File: config.mk
export PLATFORM = sky130hd
export DESIGN_NAME = sport_top
export DESIGN_NICKNAME = d
export VERILOG_FILES = /design/src/rtl/sport_pkg.sv /design/src/rtl/sport_edge.sv /design/src/rtl/sport_rx.sv /design/src/rtl/sport_tx.sv /design/src/rtl/sport_top.sv
export SDC_FILE = /design/constraint.sdc
export NUM_CORES = 1
export LEC_CHECK = 0
export BUFFER_PORTS_ARGS = -buffer_cell sky130_fd_sc_hd__buf_2
export CAP_MARGIN = 0
export CORE_MARGIN = 4
export CORE_UTILIZATION = 40
export CTS_CLUSTER_SIZE = 20
export DETAILED_ROUTE_END_ITERATION = 6
export GPL_ROUTABILITY_DRIVEN = 1
export SYNTH_ARGS = -nofsm -noshare
export SYNTH_HDL_FRONTEND = slang
export SYNTH_SLANG_ARGS = --single-unit
File: constraint.sdc
create_clock -name clk -period 1.7 [get_ports clk]
set_input_delay 0.51 -clock clk [delete_from_list [all_inputs] [get_ports clk]]
set_output_delay 0.51 -clock clk [all_outputs]
set_load 0.01 [all_outputs]
File: src/rtl/sport_pkg.sv
package sport_pkg;

    localparam int SPORT_BYTE_W = 8;

    typedef enum logic [1:0] {
        ST_CMD      = 2'd0,
        ST_WR_DATA  = 2'd1,
        ST_RD_FETCH = 2'd2,
        ST_RD_DATA  = 2'd3
    } sport_state_e;

endpackage

File: src/rtl/sport_edge.sv
module sport_edge #(
    parameter int             N    = 2,
    parameter logic [N-1:0]   IDLE = '0
) (
    input  logic         clk,
    input  logic         rst_n,
    input  logic [N-1:0] lvl_i,
    output logic [N-1:0] rise_o,
    output logic [N-1:0] fall_o
);

    logic [N-1:0] lvl_q;

    for (genvar g = 0; g < N; g++) begin : g_edge
        always_ff @(posedge clk or negedge rst_n) begin
            if (!rst_n) begin
                lvl_q[g] <= IDLE[g];
            end else begin
                lvl_q[g] <= lvl_i[g];
            end
        end
        assign rise_o[g] = lvl_i[g] & ~lvl_q[g];
        assign fall_o[g] = ~lvl_i[g] & lvl_q[g];
    end

endmodule

File: src/rtl/sport_rx.sv
module sport_rx #(
    parameter int W = 8
) (
    input  logic         clk,
    input  logic         rst_n,
    input  logic         sel_i,
    input  logic         rise_i,
    input  logic         bit_i,
    output logic [W-1:0] byte_o,
    output logic         done_o,
    output logic         partial_o
);

    localparam int CW = $clog2(W);
    localparam logic [CW-1:0] LAST = CW'(W - 1);

    logic [CW-1:0] cnt_q;
    logic [W-1:0]  shift_q;

    // Complete byte as seen on the edge that brings in the last bit
    assign byte_o    = {shift_q[W-2:0], bit_i};
    assign done_o    = sel_i && rise_i && (cnt_q == LAST);
    assign partial_o = (cnt_q != '0);

    always_ff @(posedge clk or negedge rst_n) begin
        if (!rst_n) begin
            cnt_q   <= '0;
            shift_q <= '0;
        end else if (!sel_i) begin
            cnt_q   <= '0;
        end else if (rise_i) begin
            shift_q <= byte_o;
            cnt_q   <= (cnt_q == LAST) ? '0 : cnt_q + 1'b1;
        end
    end

endmodule

File: src/rtl/sport_tx.sv
module sport_tx #(
    parameter int W = 8
) (
    input  logic         clk,
    input  logic         rst_n,
    input  logic         load_i,
    input  logic [W-1:0] load_val_i,
    input  logic         shift_i,
    output logic         bit_o
);

    logic [W-1:0] shift_q;

    assign bit_o = shift_q[W-1];

    always_ff @(posedge clk or negedge rst_n) begin
        if (!rst_n) begin
            shift_q <= '0;
        end else if (load_i) begin
            shift_q <= load_val_i;
        end else if (shift_i) begin
            shift_q <= {shift_q[W-2:0], 1'b0};
        end
    end

endmodule

File: src/rtl/sport_top.sv
module sport_top
    import sport_pkg::*;
#(
    parameter int BYTE_W = SPORT_BYTE_W,
    parameter int ADDR_W = BYTE_W - 2
) (
    input  logic              clk,
    input  logic              rst_n,
    input  logic              sclk_i,
    input  logic              csn_i,
    input  logic              sdi_i,
    output logic              sdo_o,
    output logic              sdo_oe_o,
    output logic              wr_stb_o,
    output logic              rd_req_o,
    output logic [ADDR_W-1:0] reg_addr_o,
    output logic [BYTE_W-1:0] wr_data_o,
    input  logic [BYTE_W-1:0] rd_data_i
);

    localparam int DIR_BIT = BYTE_W - 1;
    localparam int LEN_BIT = BYTE_W - 2;

    sport_state_e state_q, state_d;

    logic [1:0] edge_rise, edge_fall;
    logic       sclk_rise, sclk_fall, csn_rise;
    logic       sel;

    logic [BYTE_W-1:0] rx_byte;
    logic              rx_done, rx_partial;

    logic cmd_read, cmd_long;
    logic [ADDR_W-1:0] cmd_addr;
    logic abort;

    logic [ADDR_W-1:0] addr_q;
    logic [BYTE_W-1:0] wr_data_q;
    logic              wr_stb_q;
    logic              tx_load, tx_shift;

    // Edge detection on control clock (bit 0) and select (bit 1)
    sport_edge #(
        .N    (2),
        .IDLE (2'b10)
    ) edge_i (
        .clk    (clk),
        .rst_n  (rst_n),
        .lvl_i  ({csn_i, sclk_i}),
        .rise_o (edge_rise),
        .fall_o (edge_fall)
    );

    assign sclk_rise = edge_rise[0];
    assign sclk_fall = edge_fall[0];
    assign csn_rise  = edge_rise[1];
    assign sel       = ~csn_i;

    sport_rx #(.W(BYTE_W)) rx_i (
        .clk       (clk),
        .rst_n     (rst_n),
        .sel_i     (sel),
        .rise_i    (sclk_rise),
        .bit_i     (sdi_i),
        .byte_o    (rx_byte),
        .done_o    (rx_done),
        .partial_o (rx_partial)
    );

    assign cmd_read = rx_byte[DIR_BIT];
    assign cmd_long = rx_byte[LEN_BIT];
    assign cmd_addr = rx_byte[ADDR_W-1:0];
    assign abort    = csn_rise && rx_partial;

    // State register
    always_ff @(posedge clk or negedge rst_n) begin
        if (!rst_n) begin
            state_q <= ST_CMD;
        end else begin
            state_q <= state_d;
        end
    end

    // Next-state logic
    always_comb begin
        state_d = state_q;
        unique case (state_q)
            ST_CMD: begin
                if (rx_done && cmd_long) begin
                    state_d = cmd_read ? ST_RD_FETCH : ST_WR_DATA;
                end
            end
            ST_WR_DATA: begin
                if (rx_done || abort) begin
                    state_d = ST_CMD;
                end
            end
            ST_RD_FETCH: begin
                state_d = ST_RD_DATA;
            end
            ST_RD_DATA: begin
                if (rx_done || abort) begin
                    state_d = ST_CMD;
                end
            end
            default: state_d = ST_CMD;
        endcase
    end

    // Registered outputs
    always_ff @(posedge clk or negedge rst_n) begin
        if (!rst_n) begin
            addr_q    <= '0;
            wr_data_q <= '0;
            wr_stb_q  <= 1'b0;
        end else begin
            wr_stb_q <= 1'b0;
            unique case (state_q)
                ST_CMD: begin
                    if (rx_done && cmd_long) begin
                        addr_q <= cmd_addr;
                    end
                end
                ST_WR_DATA: begin
                    if (rx_done) begin
                        wr_data_q <= rx_byte;
                        wr_stb_q  <= 1'b1;
                    end
                end
                default: ;
            endcase
        end
    end

    assign tx_load  = (state_q == ST_RD_FETCH);
    assign tx_shift = (state_q == ST_RD_DATA) && sel && sclk_fall && rx_partial;

    sport_tx #(.W(BYTE_W)) tx_i (
        .clk        (clk),
        .rst_n      (rst_n),
        .load_i     (tx_load),
        .load_val_i (rd_data_i),
        .shift_i    (tx_shift),
        .bit_o      (sdo_o)
    );

    assign sdo_oe_o   = (state_q == ST_RD_DATA) && sel;
    assign rd_req_o   = (state_q == ST_RD_FETCH);
    assign wr_stb_o   = wr_stb_q;
    assign reg_addr_o = addr_q;
    assign wr_data_o  = wr_data_q;


    wr_stb_pulse_chk: assert property (@(posedge clk) disable iff (!rst_n)
        wr_stb_o |=> !wr_stb_o);


    wr_back_to_cmd_chk: assert property (@(posedge clk) disable iff (!rst_n)
        wr_stb_o |-> (state_q == ST_CMD));


    rd_req_single_chk: assert property (@(posedge clk) disable iff (!rst_n)
        rd_req_o |=> (!rd_req_o && state_q == ST_RD_DATA));


    abort_to_cmd_chk: assert property (@(posedge clk) disable iff (!rst_n)
        abort |=> (state_q == ST_CMD && !wr_stb_o));


    resync_chk: assert property (@(posedge clk) disable iff (!rst_n)
        (state_q == ST_CMD && rx_done && !cmd_long) |=> (state_q == ST_CMD && !rd_req_o));


    sdo_hold_chk: assert property (@(posedge clk) disable iff (!rst_n)
        (state_q == ST_RD_DATA && !sclk_fall) |=> $stable(sdo_o));


    idle_clear_chk: assert property (@(posedge clk) disable iff (!rst_n)
        (csn_i && !csn_rise) |=> !rx_partial);

endmodule

## After elaboration in Yosys (flattened, before gate mapping)

Cells that the tools add are included.

- Input bits: 13
- Register bits after elaboration: 37
- Word-level logic and storage cells: 51
- Output and inout port bits: 18

- Equality and inequality tests: 6
- $add $sub $neg: 1
- Multiplexer cells: 11
- Bitwise operators: 7
- Reduce and logical (&&, ||, !) cells: 17

Operator list:

| cell | number |
|---|---|
| $mux 8 | 2 |
| $mux 3 | 3 |
| $reduce_and 2->1 | 4 |
| $logic_and 1x1->1 | 7 |
| $mux 2 | 3 |
| $pmux 2 s3 | 1 |
| $eq 2x2->1 const B | 2 |
| $not 1->1 | 4 |
| $reduce_bool 2->1 | 2 |
| $add 3x1->3 const B | 1 |
| $and 1x1->1 | 3 |
| $eq 3x3->1 const B | 1 |
| $reduce_bool 3->1 | 1 |
| $eq 2x1->1 const B | 1 |
| $logic_not 2->1 | 1 |
| $mux 1 | 2 |
| $ne 2x1->1 const B | 1 |
| $ne 2x2->1 const B | 1 |
| $reduce_or 2->1 | 1 |
| $logic_or 1x1->1 | 1 |

## Longest topological paths before layout

- Depth in word-level cells: 7
- Gate-level depth with buffers: 6
- Mapped depth without buffers: 5

## Hierarchy

Synthesis repeated with hierarchy kept, for this count alone.

- Cell total of the unflattened synthesis: 118
- Area, all modules: 1660.3 um^2

Modules (own cells, without submodules):

| module | instances | sequential area each (um^2) | cells an instance | area an instance (um^2) |
|---|---|---|---|---|
| sport_top | 1 | 425.4 | 45 | 713.2 |
| sport_rx | 1 | 250.2 | 33 | 491.7 |
| sport_tx | 1 | 200.2 | 34 | 369.1 |
| sport_edge | 1 | 51.3 | 6 | 86.3 |

## Worst setup path after synthesis

Ideal clock, no wire load.

- Kind: register to register
- From: reg rx_i.cnt_q[0]
- To: reg state_q[0]
- Data required time: 1.631 ns
- Buffers on the path: 0
- Period minus slack after synthesis: 1.611 ns
- Library setup time: 0.069 ns
- Cell stages (with the launch flop): 6
- Data arrival time: 1.542 ns
- Path slack: 0.089 ns
- Path through: dfrtp_1 ha_1 ha_1 nand4bb_1 or4b_2 nand3_1

- Longest elaborated chain between the ends: 5
- Elaborated cells on any way between the ends: 9
- Those cells by class: eq/ne: 3; reduce/logical: 6

Ends and longest elaborated chain:

| item | line | source |
|---|---|---|
| start, declared | sport_rx.sv:17 | `logic [CW-1:0] cnt_q;` |
| start signal, assigned | sport_rx.sv:33 | `cnt_q <= (cnt_q == LAST) ? '0 : cnt_q + 1'b1;` |
| $eq 3x3->1 or $reduce_bool 3->1 (tied branches) | sport_rx.sv:22, sport_rx.sv:23 |  |
| $logic_and 1x1->1 (on tied branches) | sport_rx.sv:22, sport_top.sv:73 |  |
| $logic_and 1x1->1 or $logic_or 1x1->1 (tied branches) | sport_top.sv:89, sport_top.sv:94, sport_top.sv:102 |  |
| $ne 2x2->1 (no source line) or $ne 2x1->1 (tied branches) | - |  |
| $reduce_and 2->1 (no source line) * | - |  |
| end signal, assigned | sport_top.sv:80 | `state_q <= state_d;` |
| end, declared | sport_top.sv:24 | `sport_state_e state_q, state_d;` |

Mark *: on every way between the ends. The rest lies on a longest branch, timed or not.
A chain may end at the register's enable or synchronous reset.

## Worst setup path after layout

- From: reg state_q[1]
- To: out sdo_oe_o

- Longest elaborated chain between the ends: 2

Ends and longest elaborated chain:

| item | line | source |
|---|---|---|
| $eq 2x2->1 | sport_top.sv:147 | `assign sdo_oe_o = (state_q == ST_RD_DATA) && sel;` |
| $logic_and 1x1->1 | sport_top.sv:147 |  |
| end, declared | sport_top.sv:13 | `output logic sdo_oe_o,` |

No other way between the ends.

==> flow_summary.json <==
{
  "setup_viol": 0,
  "htree_levels": 2,
  "cp_max_fo": 4,
  "vdd_drop_max_mv": 0.562,
  "ant_nets": 0,
  "hold_viol": 0,
  "globalRoute.totalOverflow": 0,
  "crit_path_start_kind": "register",
  "syn_area_per_cell_sq_um": 13.7,
  "met2_usage": 0.212,
  "p_switching_w": 0.000495,
  "power.internal_w": 0.00144,
  "cts_buffers": 5,
  "die_w_um": 71.2,
  "slew_violations": 0,
  "path_buf_inv": 2,
  "setup_ws_ns": 0.0417,
  "crit_top_cell": "buf_6",
  "cp_top_family": "flip-flops",
  "core_sq_um": 3770,
  "synth_flop_cell": "dfrtp_1",
  "yosysTopAreaCell": "dfrtp_1",
  "synth.cell_area_sq_um": 1600,
  "power.density_nw_per_um2": 934,
  "drt_iter0_markers": 57,
  "antenna_found_initial": 0,
  "max_freq_mhz": 603,
  "busiest_layer": "met2",
  "cts_tree": "built",
  "die_area_sq_um": 5070,
  "ys_async_sr_fraction": 1.00,
  "fin_util": 0.550,
  "diodes": 0,
  "drive_gt1_frac": 0.518,
  "cp.arrival_ns": 1.15,
  "die_h_um": 71.2,
  "vias_per_cell": 5.14,
  "synthTopCellsByArea": "dfrtp_1 (56%), mux2_2 (15%), a221o_1 (3.1%), ha_1 (2.3%), and2_1 (2.0%)",
  "critical_path_class": "register to output pin",
  "layout.cells.most_common_list": "dfrtp_1 (36), buf_2 (28), mux2_2 (21)",
  "crit_required_ns": 1.19,
  "root_buffer": "clkbuf_8",
  "relSlewSlack": 0.769,
  "p_sw_frac": 0.256,
  "ys_seq_area_frac": 0.580,
  "fin_crit_sh": 0.975,
  "via_count": 1099,
  "grtUsageMet3": 0.0309,
  "crit_path_end_kind": "output pin",
  "mostFrequentLayoutCell": "dfrtp_1",
  "rows": 22,
  "yosysWarnings": 0,
  "clkLatencyLatePin_ns": 0.29,
  "static-leakage-power_nw": 1.12,
  "port_buffers": 30,
  "first_global_vias": 1154,
  "synth-edff-count": 0,
  "dr.pass1.iters": 4,
  "grt_pass1_wl_um": 5420,
  "place_hpwl_um": 2180,
  "grt_max_degree": 25,
  "grt.met1_usage": 0.177,
  "syn_to_final_growth_pct": 29.7,
  "start_util": 0.424,
  "status": "finished, final reports clean",
  "slowest_stage": "dfrtp_1",
  "post-route-min-period_ns": 1.66,
  "rsz0062_at_grt": "yes",
  "track_usage": 0.137,
  "layout.nets": 181,
  "worst_pin_slew_ns": 0.346,
  "synthCells": 117,
  "drc": 0,
  "place_congestion": 0.813,
  "ios": 31,
  "drt-total-wl_um": 3200,
  "synth_nets": 133,
  "clk_pin_slew_ns": 0.07,
  "finalClockSkew_ns": 0.00516,
  "path_cells": "buf_6 -> and3b_2 -> buf_6",
  "cts_buffer_depth": 2,
  "synth_cell_type_count": 30,
  "critPathMaxStageDelay_ns": 0.39,
  "maxCapViolCount": 0,
  "seqPwrFrac": 0.550,
  "pwr-share-comb": 0.125,
  "yosysTopAreaCellShare": 0.563,
  "hold_path.class": "primary input to async pin",
  "cts.sinks": 37,
  "wl_per_cell_um": 14.9,
  "dp_worst_setup_slack_ns": -0.0876,
  "ys_ff_latch": 37,
  "p_clk_frac": 0.325,
  "setup_tns_ns": 0
}
==> timing repair <==
| action | 4_1_cts | 5_1_grt |
|---|---|---|
| buffers inserted | 3 | 4 |
| pin swaps | 1 | 1 |
| gates resized for setup | 7 | 10 |
| gates cloned | 0 | 0 |
| endpoints found under the setup margin | 17 | 21 |
| hold buffers | 0 | 0 |
==> layer usage <==
metal,wire (um),vias to the layer above
li1,-,521
met1,1430,549
met2,1590,22
met3,118,7
met4,61,0
met5,0,-
==> cell type report <==
| class | count | area [sq um] |
|---|---|---|
| clock buffer | 6 | 82.6 |
| clock inverter | 2 | 13.8 |
| fill | 320 | 1700 |
| inverter | 4 | 20.0 |
| multi-input combinational | 72 | 676 |
| sequential | 37 | 927 |
| tap | 48 | 60.1 |
| timing repair buffer | 45 | 295 |
==> power groups by stage <==
stage          logic, W  clock network [W]  registers, W
6_report       0.000243           0.000629       0.00107
3_3_place_gp   0.000196                  0       0.00107
5_1_grt        0.000272           0.000687       0.00108
3_5_place_dp   0.000204                  0       0.00108
2_1_floorplan  0.000124                  0       0.00105
4_1_cts        0.000216           0.000654       0.00106
==> worst register-to-register path, cell delays in order (launching register included) <==
cell,delay [ns]
dfrtp_1,0.39
buf_4,0.15
inv_1,0.05
ha_1,0.17
nand2b_1,0.13
and3_4,0.23
a221o_1,0.35
==> final timing paths <==
path                                from         endpoint  slack [ns]  depth (start not counted)
max in group asynchronous          rst_n  tx_i.shift_q[2]        1.16                          2
min reg2reg                reg_addr_o[3]    reg_addr_o[3]        0.50                          1
min in group clk                  sclk_i  edge_i.lvl_q[0]        0.39                          1
max reg2reg                rx_i.cnt_q[0]  tx_i.shift_q[2]        0.11                          6
min                                rst_n     wr_data_o[0]        0.12                          1
max                           state_q[1]         sdo_oe_o        0.04                          3
==> through the flow <==
step,area (sq um),total power [W],hold slack [ns],instances
5_1_grt,2070,0.00204,0.137,214
2_1_floorplan,1600,0.00117,0.214,117
3_5_place_dp,1850,0.00128,0.440,199
6_report,2070,0.00194,0.118,214
4_1_cts,1990,0.00193,0.121,210
3_3_place_gp,1850,0.00127,0.437,199
==> registers in the layout, indices dropped and copies added, names as in the netlist <==
register,count
tx_i.shift_q,8
wr_stb_o,1
rx_i.shift_q,7
edge_i.lvl_q,2
wr_data_o,8
rx_i.cnt_q,3
reg_addr_o,6
state_q,2
==> cells by family after synthesis <==
kind of cell               count (synthesis)  synth area share
DFF                                       37             0.580
and+or+nand+nor                           32             0.133
adders and majority gates                  3            0.0235
AOI/OAI and AO/OA                         13            0.0657
buffers and inverters                      8            0.0313
muxes                                     24             0.167
==> cells in the mapped netlist (3+ instances only) <==
cell      number
inv_1          3
ha_1           3
and2_1         5
a221o_1        5
nor2_1         4
mux2i_1        3
o211ai_1       4
mux2_2        21
nor2b_1        4
dfrtp_1       36
nand2_1        6
No activity file was read; power rests on OpenSTA's default activity.
